File: src/rtl/pinmux_pkg.sv
package pinmux_pkg;
  localparam int ADDR_W = 3;

  typedef enum logic [ADDR_W-1:0] {
    RA_PULL   = 3'd0,
    RA_SEL    = 3'd1,
    RA_DIR    = 3'd2,
    RA_DOUT   = 3'd3,
    RA_PIN    = 3'd4,
    RA_STATUS = 3'd5
  } reg_addr_e;

  typedef struct packed {
    logic emu;
    logic hiz;
    logic bus_wide;
  } strap_flags_t;
endpackage

File: src/rtl/strap_latch.sv
module strap_latch
  import pinmux_pkg::*;
(
  input  logic         clk,
  input  logic         rst_n,
  input  logic         strap_busw,
  input  logic         strap_hiz_n,
  input  logic         strap_emu_irq_n,
  input  logic         strap_emu_brk_n,
  output logic         captured,
  output strap_flags_t flags
);
  always_ff @(posedge clk or negedge rst_n) begin
    if (!rst_n) begin
      captured <= 1'b0;
      flags    <= '0;
    end else if (!captured) begin
      captured       <= 1'b1;
      flags.bus_wide <= strap_busw;
      flags.hiz      <= ~strap_hiz_n;
      flags.emu      <= ~(strap_emu_irq_n & strap_emu_brk_n);
    end
  end

  AST_FLAGS_STABLE: assert property (@(posedge clk) disable iff (!rst_n)
    (captured && $past(captured)) |-> $stable(flags));
  AST_CAPTURE_ONCE: assert property (@(posedge clk) disable iff (!rst_n)
    $past(captured) |-> captured);
endmodule

File: src/rtl/port_regs.sv
module port_regs
  import pinmux_pkg::*;
#(
  parameter int PORT_W = 6,
  parameter int REG_W  = 8,
  parameter logic [PORT_W-1:0] PU_RST  = 6'h3D,
  parameter logic [PORT_W-1:0] SEL_RST = 6'h08
) (
  input  logic              clk,
  input  logic              rst_n,
  input  logic              bus_en,
  input  logic              bus_we,
  input  logic [ADDR_W-1:0] bus_addr,
  input  logic [REG_W-1:0]  bus_wdata,
  output logic [REG_W-1:0]  bus_rdata,
  output logic              bus_rvalid,
  input  logic [PORT_W-1:0] pad_in,
  input  strap_flags_t      flags,
  output logic [PORT_W-1:0] pu_en,
  output logic [PORT_W-1:0] sel,
  output logic [PORT_W-1:0] dir,
  output logic [PORT_W-1:0] dout
);
  localparam int RSVD_W = REG_W - PORT_W;
  localparam int STAT_W = $bits(strap_flags_t);

  logic              wr_hit;
  logic              rd_hit;
  logic [PORT_W-1:0] wr_bits;
  logic [REG_W-1:0]  rd_mux;
  logic              unused_wdata;

  assign wr_hit       = bus_en & bus_we;
  assign rd_hit       = bus_en & ~bus_we;
  assign wr_bits      = bus_wdata[PORT_W-1:0];
  assign unused_wdata = ^bus_wdata[REG_W-1:PORT_W];

  always_ff @(posedge clk or negedge rst_n) begin
    if (!rst_n) begin
      pu_en <= PU_RST;
      sel   <= SEL_RST;
      dir   <= '0;
      dout  <= '0;
    end else if (wr_hit) begin
      case (bus_addr)
        RA_PULL: pu_en <= wr_bits;
        RA_SEL:  sel   <= wr_bits;
        RA_DIR:  dir   <= wr_bits;
        RA_DOUT: dout  <= wr_bits;
        default: ;
      endcase
    end
  end

  always_comb begin
    rd_mux = '0;
    case (bus_addr)
      RA_PULL:   rd_mux = {{RSVD_W{1'b0}}, pu_en};
      RA_SEL:    rd_mux = {{RSVD_W{1'b0}}, sel};
      RA_DIR:    rd_mux = {{RSVD_W{1'b0}}, dir};
      RA_DOUT:   rd_mux = {{RSVD_W{1'b0}}, dout};
      RA_PIN:    rd_mux = {{RSVD_W{1'b0}}, pad_in};
      RA_STATUS: rd_mux = {{(REG_W-STAT_W){1'b0}}, flags};
      default:   rd_mux = '0;
    endcase
  end

  always_ff @(posedge clk or negedge rst_n) begin
    if (!rst_n) begin
      bus_rvalid <= 1'b0;
      bus_rdata  <= '0;
    end else begin
      bus_rvalid <= rd_hit;
      bus_rdata  <= rd_hit ? rd_mux : '0;
    end
  end

  AST_RSVD_ZERO: assert property (@(posedge clk) disable iff (!rst_n)
    bus_rvalid |-> (bus_rdata[REG_W-1:PORT_W] == '0));
  AST_READ_LATENCY: assert property (@(posedge clk) disable iff (!rst_n)
    rd_hit |=> bus_rvalid);
  AST_PULL_WRITE: assert property (@(posedge clk) disable iff (!rst_n)
    (wr_hit && bus_addr == RA_PULL) |=> (pu_en == $past(wr_bits)));
  AST_SEL_HOLD: assert property (@(posedge clk) disable iff (!rst_n)
    !(wr_hit && bus_addr == RA_SEL) |=> $stable(sel));
endmodule

File: src/rtl/pad_mux.sv
module pad_mux #(
  parameter int PORT_W = 6
) (
  input  logic              clk,
  input  logic              rst_n,
  input  logic              quiet,
  input  logic [PORT_W-1:0] sel,
  input  logic [PORT_W-1:0] dir,
  input  logic [PORT_W-1:0] dout,
  input  logic [PORT_W-1:0] fn_out,
  input  logic [PORT_W-1:0] fn_oe,
  output logic [PORT_W-1:0] pad_out,
  output logic [PORT_W-1:0] pad_oe
);
  for (genvar i = 0; i < PORT_W; i++) begin : g_line
    logic line_oe;
    logic line_out;

    always_comb begin
      if (sel[i]) begin
        line_oe  = dir[i];
        line_out = dout[i];
      end else begin
        line_oe  = fn_oe[i];
        line_out = fn_out[i];
      end
    end

    assign pad_oe[i]  = line_oe & ~quiet;
    assign pad_out[i] = line_out;

    AST_GPIO_ROUTE: assert property (@(posedge clk) disable iff (!rst_n)
      (!quiet && sel[i]) |-> (pad_oe[i] == dir[i] && pad_out[i] == dout[i]));
    AST_FUNC_ROUTE: assert property (@(posedge clk) disable iff (!rst_n)
      (!quiet && !sel[i]) |-> (pad_oe[i] == fn_oe[i] && pad_out[i] == fn_out[i]));
  end

  AST_QUIET_ALL_OFF: assert property (@(posedge clk) disable iff (!rst_n)
    quiet |-> (pad_oe == '0));
endmodule

File: src/rtl/pinmux_strap_ctrl.sv
module pinmux_strap_ctrl
  import pinmux_pkg::*;
#(
  parameter int PORT_W = 6,
  parameter int REG_W  = 8,
  parameter logic [PORT_W-1:0] PU_RST  = 6'h3D,
  parameter logic [PORT_W-1:0] SEL_RST = 6'h08
) (
  input  logic              clk,
  input  logic              rst_n,
  input  logic              strap_busw,
  input  logic              strap_hiz_n,
  input  logic              strap_emu_irq_n,
  input  logic              strap_emu_brk_n,
  input  logic              bus_en,
  input  logic              bus_we,
  input  logic [2:0]        bus_addr,
  input  logic [REG_W-1:0]  bus_wdata,
  output logic [REG_W-1:0]  bus_rdata,
  output logic              bus_rvalid,
  input  logic [PORT_W-1:0] fn_out,
  input  logic [PORT_W-1:0] fn_oe,
  output logic [PORT_W-1:0] fn_in,
  input  logic [PORT_W-1:0] pad_in,
  output logic [PORT_W-1:0] pad_out,
  output logic [PORT_W-1:0] pad_oe,
  output logic [PORT_W-1:0] pad_pu,
  output logic              cs0_wide,
  output logic              hiz_mode,
  output logic              emu_mode
);
  logic              captured;
  strap_flags_t      flags;
  logic [PORT_W-1:0] sel;
  logic [PORT_W-1:0] dir;
  logic [PORT_W-1:0] dout;
  logic              quiet;

  strap_latch u_strap (
    .clk             (clk),
    .rst_n           (rst_n),
    .strap_busw      (strap_busw),
    .strap_hiz_n     (strap_hiz_n),
    .strap_emu_irq_n (strap_emu_irq_n),
    .strap_emu_brk_n (strap_emu_brk_n),
    .captured        (captured),
    .flags           (flags)
  );

  port_regs #(
    .PORT_W  (PORT_W),
    .REG_W   (REG_W),
    .PU_RST  (PU_RST),
    .SEL_RST (SEL_RST)
  ) u_regs (
    .clk        (clk),
    .rst_n      (rst_n),
    .bus_en     (bus_en),
    .bus_we     (bus_we),
    .bus_addr   (bus_addr),
    .bus_wdata  (bus_wdata),
    .bus_rdata  (bus_rdata),
    .bus_rvalid (bus_rvalid),
    .pad_in     (pad_in),
    .flags      (flags),
    .pu_en      (pad_pu),
    .sel        (sel),
    .dir        (dir),
    .dout       (dout)
  );

  assign quiet = ~captured | flags.hiz;

  pad_mux #(.PORT_W(PORT_W)) u_mux (
    .clk     (clk),
    .rst_n   (rst_n),
    .quiet   (quiet),
    .sel     (sel),
    .dir     (dir),
    .dout    (dout),
    .fn_out  (fn_out),
    .fn_oe   (fn_oe),
    .pad_out (pad_out),
    .pad_oe  (pad_oe)
  );

  assign fn_in    = pad_in;
  assign cs0_wide = flags.bus_wide;
  assign hiz_mode = flags.hiz;
  assign emu_mode = flags.emu;

  AST_PRECAPTURE_OFF: assert property (@(posedge clk) disable iff (!rst_n)
    !captured |-> (pad_oe == '0));
  AST_EMU_STABLE: assert property (@(posedge clk) disable iff (!rst_n)
    (captured && $past(captured)) |-> $stable(emu_mode));
  AST_FN_IN_PASS: assert property (@(posedge clk) disable iff (!rst_n)
    fn_in == pad_in);
endmodule

File: config.mk
export PLATFORM = sky130hd
export DESIGN_NAME = pinmux_strap_ctrl
export DESIGN_NICKNAME = d
export VERILOG_FILES = /design/src/rtl/pinmux_pkg.sv /design/src/rtl/strap_latch.sv /design/src/rtl/port_regs.sv /design/src/rtl/pad_mux.sv /design/src/rtl/pinmux_strap_ctrl.sv
export SDC_FILE = /design/constraint.sdc
export NUM_CORES = 1
export LEC_CHECK = 0
export CELL_PAD_IN_SITES_DETAIL_PLACEMENT = 0
export CELL_PAD_IN_SITES_GLOBAL_PLACEMENT = 1
export CORE_UTILIZATION = 36
export DETAILED_ROUTE_END_ITERATION = 7
export PLACE_DENSITY = 0.87
export SETUP_SLACK_MARGIN = 0.15
export SLEW_MARGIN = 25
export SYNTH_ARGS = -nofsm -noshare
export SYNTH_HDL_FRONTEND = slang
export SYNTH_SLANG_ARGS = --single-unit
export TNS_END_PERCENT = 5
File: constraint.sdc
create_clock -name clk -period 3.7 [get_ports clk]
set_input_delay 0.555 -clock clk [delete_from_list [all_inputs] [get_ports clk]]
set_output_delay 0.555 -clock clk [all_outputs]
set_load 0.03 [all_outputs]
# Word level (Yosys, flattened, before mapping)
# Index checks and enable logic that the tools add are counted.
# word_totals
out_inout_bits,36
register_bits,37
inputBits,37
# op_classes
n_mux,14
reduce_logical,5
bitwise_logic,15
n_eq_ne,5
# ops
op,count
$pmux W6 S6,1
$mux W1,12
$and A1 B1 Y1,9
$reduce_and A2 Y1,4
$eq A3 B2 Y1 const B,2
$eq A3 B3 Y1 const B,2
$mux W6,1
$not A1 Y1,5
$eq A3 B1 Y1 const B,1
$logic_not A3 Y1,1
$or A1 B1 Y1,1

# Logic depth before layout (Yosys ltp)
# Gate-level depths: netlist of the first run.
# depth
depth_word,4
ltp_mapped,5

# By module
# A second synthesis of the first run with hierarchy kept.
# hier_totals
cells_unflattened,160
area_unflattened_um2,1925.6
# by_module_without_submodules
mod,seq_area_each_um2,area_per_inst_um2,cells_per_inst,instances
port_regs,783.3,1517.7,119,1
pad_mux,0.0,217.7,24,1
strap_latch,100.1,138.9,10,1
pinmux_strap_ctrl,0.0,51.3,7,1

# Least setup slack after synthesis of the first run
# Ideal clock, no wire load.
# synth_path
kind,register to output
startpoint,"register, netlist name u_strap.flags[1]"
endpoint,output pad_oe[0]
setup_slack_ns,1.962
n_path_buf,0
arrival_time_ns,1.183
stages_incl_launch_ff,3
required_time_ns,3.145
cell_sequence,dfrtp_1 nand2b_1 nor2_1
# synth_between
elab_chain_len,3
# synth_rtl
item,line,rtl
$or A1 B1 Y1,pinmux_strap_ctrl.sv:72,assign quiet = ~captured | flags.hiz;
$not A1 Y1,pad_mux.sv:29,assign pad_oe[i] = line_oe & ~quiet;
$and A1 B1 Y1,pad_mux.sv:29,
"end, declared",pinmux_strap_ctrl.sv:26,"output logic [PORT_W-1:0] pad_oe,"
# Every way passes these cells.

# Worst setup path after layout of the first run
# layout_path
startpoint,input fn_oe[3]
endpoint,output pad_oe[3]
# layout_between
elab_chain_len,2
# layout_rtl
item,line,rtl
"start, declared",pinmux_strap_ctrl.sv:22,"input logic [PORT_W-1:0] fn_oe,"
$mux W1,pad_mux.sv:20,if (sel[i]) begin
$and A1 B1 Y1,pad_mux.sv:29,
# Every way passes these cells.

==> results of run 1 <==
==> final cells by class <==
cell class | count | area share, %
clock inverter | 2 | 1.30
tap | 70 | 3.24
timing repair buffer | 71 | 26.0
clock buffer | 6 | 3.06
sequential | 35 | 32.7
multi-input combinational | 104 | 33.1
inverter | 4 | 0.556
==> power breakdown <==
part	total [mW]	switching, mW	internal (mW)
clock	0.347	0.129	0.218
combinational	0.414	0.191	0.223
sequential	0.525	0.0616	0.463
total	1.29	0.382	0.904
==> stage by stage <==
stage	hold slack, ns	std cells	cell area [um2]
3_3_place_gp	0.521	284	2580
2_1_floorplan	0.259	164	1940
3_5_place_dp	0.524	284	2580
5_1_grt	0.568	292	2700
6_report	0.541	292	2700
4_1_cts	0.541	292	2700
==> cells in the mapped netlist (all sizes together) <==
cell type,instances
buf,20
dfrtp,29
nor3b,3
o21a,1
nand2,3
a21boi,1
nor2b,3
or3,1
dfstp,6
inv,4
a21oi,5
a222oi,2
nor2,11
nand3b,2
nand3,4
a22oi,4
a31oi,3
o21ai,2
a21o,1
nand2b,4
nor4bb,1
conb,2
clkbuf,1
a211oi,1
mux2,36
or3b,1
a22o,2
and3b,1
mux2i,9
==> cells by family (layout without fill, tap and decap cells) <==
logic type / after synthesis / in the layout / synth area share, %
compound gates: 22 / 22 / 7.82
flops: 35 / 35 / 45.6
other cells: 2 / 3 / 0.388
mux: 45 / 45 / 26.8
simple gates: 34 / 34 / 11.0
buf+inv: 25 / 83 / 8.40
==> critical path, cell delays in order <==
cell             delay, ns
clkdlybuf4s50_1       0.45
mux2i_1               0.06
nor2_1                0.09
clkdlybuf4s50_1       0.68
==> routing by layer <==
| metal | track usage (%) | vias to the layer above | wire (um) |
|---|---|---|---|
| met5 | 0 | - | 0 |
| met4 | 4.94 | 0 | 36 |
| met3 | 3.57 | 5 | 211 |
| met2 | 27.7 | 43 | 2140 |
| met1 | 22.4 | 672 | 1900 |
| li1 | - | 683 | - |
==> how the worst min path moves through the flow <==
stage | cells after the start | endpoint | from | slack (ns)
after global placement | 1 | u_regs.dout[0] | u_regs.dout[0] | 0.52
after global routing | 1 | u_regs.dir[0] | u_regs.dir[0] | 0.57
after CTS | 1 | u_regs.dir[5] | u_regs.dir[5] | 0.54
final | 1 | u_regs.dir[5] | u_regs.dir[5] | 0.54
after detailed placement | 1 | u_regs.dir[5] | u_regs.dir[5] | 0.52
after floorplan | 0 | u_regs.bus_rdata[0] | rst_n | 0.26
==> flip-flops by register name, indices dropped and copies added, names as in the netlist <==
name / cells
u_regs.pu_en: 6
u_regs.sel: 6
u_regs.bus_rvalid: 1
u_strap.captured: 1
u_regs.bus_rdata: 6
u_regs.dout: 6
u_strap.flags: 3
u_regs.dir: 6
==> reports/qor.txt, run 1 <==
Leak Pwr: 1.13 nW
setup_tns: 0 ns
vias in the first global route: 1379
Max Cap Violations: 0
Routability Congestion: 0.734
crit path launch: fn_oe[3]
Longest Clk Path Bufs: 2
Setup Viol. Count Final: 0
# hold bufs at CTS: 0
final worst path period share: 64.7%
worst r2r path cells: 3
H-Tree Depth: 2
# diodes: 0
Setup CP Type: in -> out
root buffer cell: clkbuf_8
top cell type's share of synthesized area: 37.5%
Residual DRC: 0
die width: 75.3 um
Syn Std Cell Area: 1940 um2
share of cells above drive strength 1: 25.7%
CTS tree: yes
Num CTS Buffers: 5
Die Ht: 75.3 um
Final ANT Viol Nets: 0
R2R setup slack: 2.40 ns
final worst setup slack: 1.31 ns
outcome: finished clean
clock-pin slew on the worst setup and hold paths: 0.07 ns
worst path required time: 3.14 ns
Hold Crit Class: reg -> reg
final hold vios: 0
DR pass1 iterations: 4
max-slew violation count: 0
post-synthesis cell count: 163
grt total ovfl: 0
FP Rows: 26
Buffers on Ports: 68
via/cell ratio: 4.80
Multi-input gate area: 893 um2
first-pass GRT wire length: 6870 um
sequential cell area: 883 um2
hpwl dp: 3170 um
Post-Route WL: 4290 um
Layout Skew: 0.00249 ns
arrival time at the worst endpoint: 1.84 ns
RSZ-0062 raised after global routing: false
synth-to-layout area growth: 39.5%
Starting Density: 37.7%
post-CTS setup buffer count: 0
Yosys top cell by area: dfrtp_1
Filler cells: 494
Ys Warns: 0
largest net degree at the start of global routing: 36
VDD IR-drop max: 0.205 mV
Yosys reg bits: 35
commonest non-fill, non-tap cells in the layout: clkdlybuf4s50_1 (68), mux2_2 (30), dfrtp_1 (29), nor2_1 (10), mux2i_1 (9)
initial antenna violation count: 0
Top Ports: 73
post-synthesis cell type count: 35
Max Clock Freq: 0.418 GHz
core region area: 5140 um2
clk_lat worst skew: 0.28 ns
minimum clock period: 2.39 ns
DR iter-0 viols: 103
Avg WL per Cell: 14.7 um
power density cells: 476 nW/um2
top post-synthesis cells by area: dfrtp_1 (37%), mux2_2 (17%), dfstp_2 (8.1%)
Mean Syn Cell Area: 11.9 um2
commonest non-fill, non-tap cell in the layout: clkdlybuf4s50_1
Worst setup endpoint: pad_oe[3]
total power: 1.29 mW
Worst-Margin Slew: 0.670 ns
die area: 5670 um2
post-CTS sizing: 0
Post-Place Setup Slack: 1.01 ns
RR Startpoint: u_regs.pu_en[0]
Seq/Total Area, Yosys: 45.6%
CP startpoint kind: primary input
via count: 1403
Critical Path Sink Type: output pin
worst-path fanout max: 1
fin util: 52.5%
GR Util All Layers: 16.8%
Slew headroom: 55.2%
Layout Nets: 258
clk sink count: 35
r2r endpoint: u_regs.bus_rdata[0]
No activity file was read; power rests on OpenSTA's default activity.
==> inputs of run 2 (changes only) <==
--- a/config.mk
+++ b/config.mk
@@ -7,9 +7,9 @@
 export LEC_CHECK = 0
 export CELL_PAD_IN_SITES_DETAIL_PLACEMENT = 0
 export CELL_PAD_IN_SITES_GLOBAL_PLACEMENT = 1
-export CORE_UTILIZATION = 36
+export CORE_UTILIZATION = 34
 export DETAILED_ROUTE_END_ITERATION = 7
-export PLACE_DENSITY = 0.87
+export PLACE_DENSITY = 0.82
 export SETUP_SLACK_MARGIN = 0.15
 export SLEW_MARGIN = 25
 export SYNTH_ARGS = -nofsm -noshare
==> constraint.sdc (replaced) <==
create_clock -name clk -period 2.4 [get_ports clk]
set_input_delay 0.36 -clock clk [delete_from_list [all_inputs] [get_ports clk]]
set_output_delay 0.36 -clock clk [all_outputs]
set_load 0.03 [all_outputs]
==> run 2 against run 1 <==
Effect of this change:
- sequential share of layout area shrank 0.18 points
- critical endpoint is now pad_oe[4]
- register-to-register slack got worse by 1.3 ns
- critical path type is now reg -> out
- sequential cell count stayed put
- the run now ends with design-rule violations left
- via count is 0.71% higher
- power increased by 47%
==> reports/qor.txt, run 2 (synthesis results as in run 1) <==
Critical Path Sink Type: output pin
commonest non-fill, non-tap cells in the layout: clkdlybuf4s50_1 (66), mux2_2 (30), dfrtp_1 (29), nor2_1 (10), mux2i_1 (9)
Final Instance Area: 2720 um2 (+0.56%)
clk sink count: 35 (unchanged)
synth-to-layout area growth: 40.3%
violated checks: design-rule violations
busiest metal layer after global routing: met2
largest net degree at the start of global routing: 36 (unchanged)
met3 Use GR: 3.06% (-0.51 points)
setup_tns: 0 ns (unchanged)
Layout Nets: 263 (+1.9%)
Max Cap Violations: 0 (unchanged)
GR Util All Layers: 14.7% (-2.1 points)
Hold Crit Class: in -> async
Residual DRC: 2 (+2)
Leak Pwr: 1.17 nW (+3.0%)
Num CTS Buffers: 5 (unchanged)
initial antenna violation count: 0 (unchanged)
core region area: 5510 um2 (+7.1%)
CP startpoint kind: register
Die Ht: 77.5 um (+2.8%)
first-pass GRT wire length: 6660 um (-3.0%)
final worst path period share: 90.9%
Cells after DPL: 291 (+2.5%)
final hold vios: 0 (unchanged)
max-slew violation count: 0 (unchanged)
Layout Skew: 0.00953 ns (+0.00704 ns)
met2 Usage GRT: 23.2% (-4.5 points)
Max Clock Freq: 0.458 GHz
worst path required time: 2.04 ns (-1.10 ns)
arrival time at the worst endpoint: 1.82 ns (-0.02 ns)
clk_lat worst skew: 0.29 ns (about the same)
DR iter-0 viols: 79 (-23%)
RSZ-0062 raised after global routing: true
Setup CP Type: reg -> out
clock-pin slew on the worst setup and hold paths: 0.07 ns (about the same)
via/cell ratio: 4.73 (-1.6%)
total power: 1.88 mW (+47%)
H-Tree Depth: 2 (unchanged)
# diodes: 0 (unchanged)
outcome: complete, but fails checks
CTS tree: yes
Buffers on Ports: 68 (unchanged)
vias in the first global route: 1367 (-0.87%)
Routability Congestion: 0.757 (+3.0%)
share of cells above drive strength 1: 26.9% (+1.2 points)
Final ANT Viol Nets: 0 (unchanged)
non-filler cells, final: 299 (+2.4%)
Avg WL per Cell: 14.3 um (-2.6%)
worst slack on hold paths: 0.484 ns (-0.0568 ns)
commonest non-fill, non-tap cell in the layout: clkdlybuf4s50_1
Setup Viol. Count Final: 0 (unchanged)
root buffer cell: clkbuf_8
power density cells: 694 nW/um2 (+46%)
die area: 6000 um2 (+5.7%)
worst r2r path cells: 3 (unchanged)
Top Ports: 73 (unchanged)
DR pass1 iterations: 8 (+4)
grt total ovfl: 0 (unchanged)
Post-Route WL: 4280 um (-0.26%)
minimum clock period: 2.18 ns
die width: 77.5 um (+2.8%)
VDD IR-drop max: 0.290 mV (+41%)
FP Rows: 27 (+3.8%)
grt met1 use: 19.5% (-2.8 points)
Starting Density: 35.2% (-2.5 points)
Longest Clk Path Bufs: 2 (unchanged)
Post-DP Area: 2620 um2 (+1.6%)
post-CTS setup buffer count: 0 (unchanged)
hpwl dp: 3190 um (+0.34%)
via count: 1413 (+0.71%)
worst-path fanout max: 7 (+6)
==> run 2: changes by cell type in the layout (fill, tap and decap cells not counted), sizes merged <==
cell,before,now
dlygate4sd2,0,1
dlymetal6s2s,0,1
clkdlybuf4s50,68,66
clkbuf,6,7
bufinv,1,0
buf,3,8
==> run 2: cell type report <==
cell class | instances | area, um2
Timing Repair Buffer | 76 | 742
Clock buffer | 7 | 86.3
Multi-Input combinational cell | 104 | 893
Clock inverter | 1 | 5.00
Tap cell | 72 | 90.1
Inverter | 4 | 15.0
Fill cell | 514 | 2790
Sequential cell | 35 | 883
==> run 2: layer usage <==
layer | vias up | part of all wire [%]
li1 | 690 | -
met4 | 0 | 1.4
met2 | 34 | 47
met1 | 684 | 47
met5 | - | 0
met3 | 5 | 3.9
==> run 2: worst paths after layout <==
path                                        to  slack [ns]              from
setup reg to reg           u_regs.bus_rdata[0]        1.09   u_regs.pu_en[0]
hold reg to reg                 u_regs.dout[4]        0.54    u_regs.dout[4]
hold / removal             u_regs.bus_rdata[3]        0.48             rst_n
setup / recovery                     pad_oe[4]        0.22  u_strap.flags[1]
max in group asynchronous      u_regs.pu_en[0]        1.57             rst_n
min in group clk                u_regs.dout[4]        0.54    u_regs.dout[4]
==> run 2: metrics by stage <==
stage	util [%]	setup WS, ns
floorplan	-	0.857
global placement	47.6	0.317
detailed placement	47.6	0.330
CTS	49.3	0.173
global route	49.3	0.103
finish	49.3	0.218
==> run 2: worst max-delay path, cell delays in order (launching register included) <==
cell	delay, ns
dfrtp_1	0.40
nand2b_1	0.29
nor2_1	0.16
clkdlybuf4s50_1	0.68
==> run 2: power by group <==
group | switching (mW) | leakage, nW | internal [mW]
Clock | 0.199 | 0.0482 | 0.231
Sequential | 0.100 | 0.423 | 0.714
Combinational | 0.294 | 0.696 | 0.346
Total | 0.594 | 1.17 | 1.29
==> run 2: timing repair <==
item | CTS | global route
resized for setup | 1 | 1
endpoints found under the setup margin | 1 | 5
hold buffers | 0 | 0
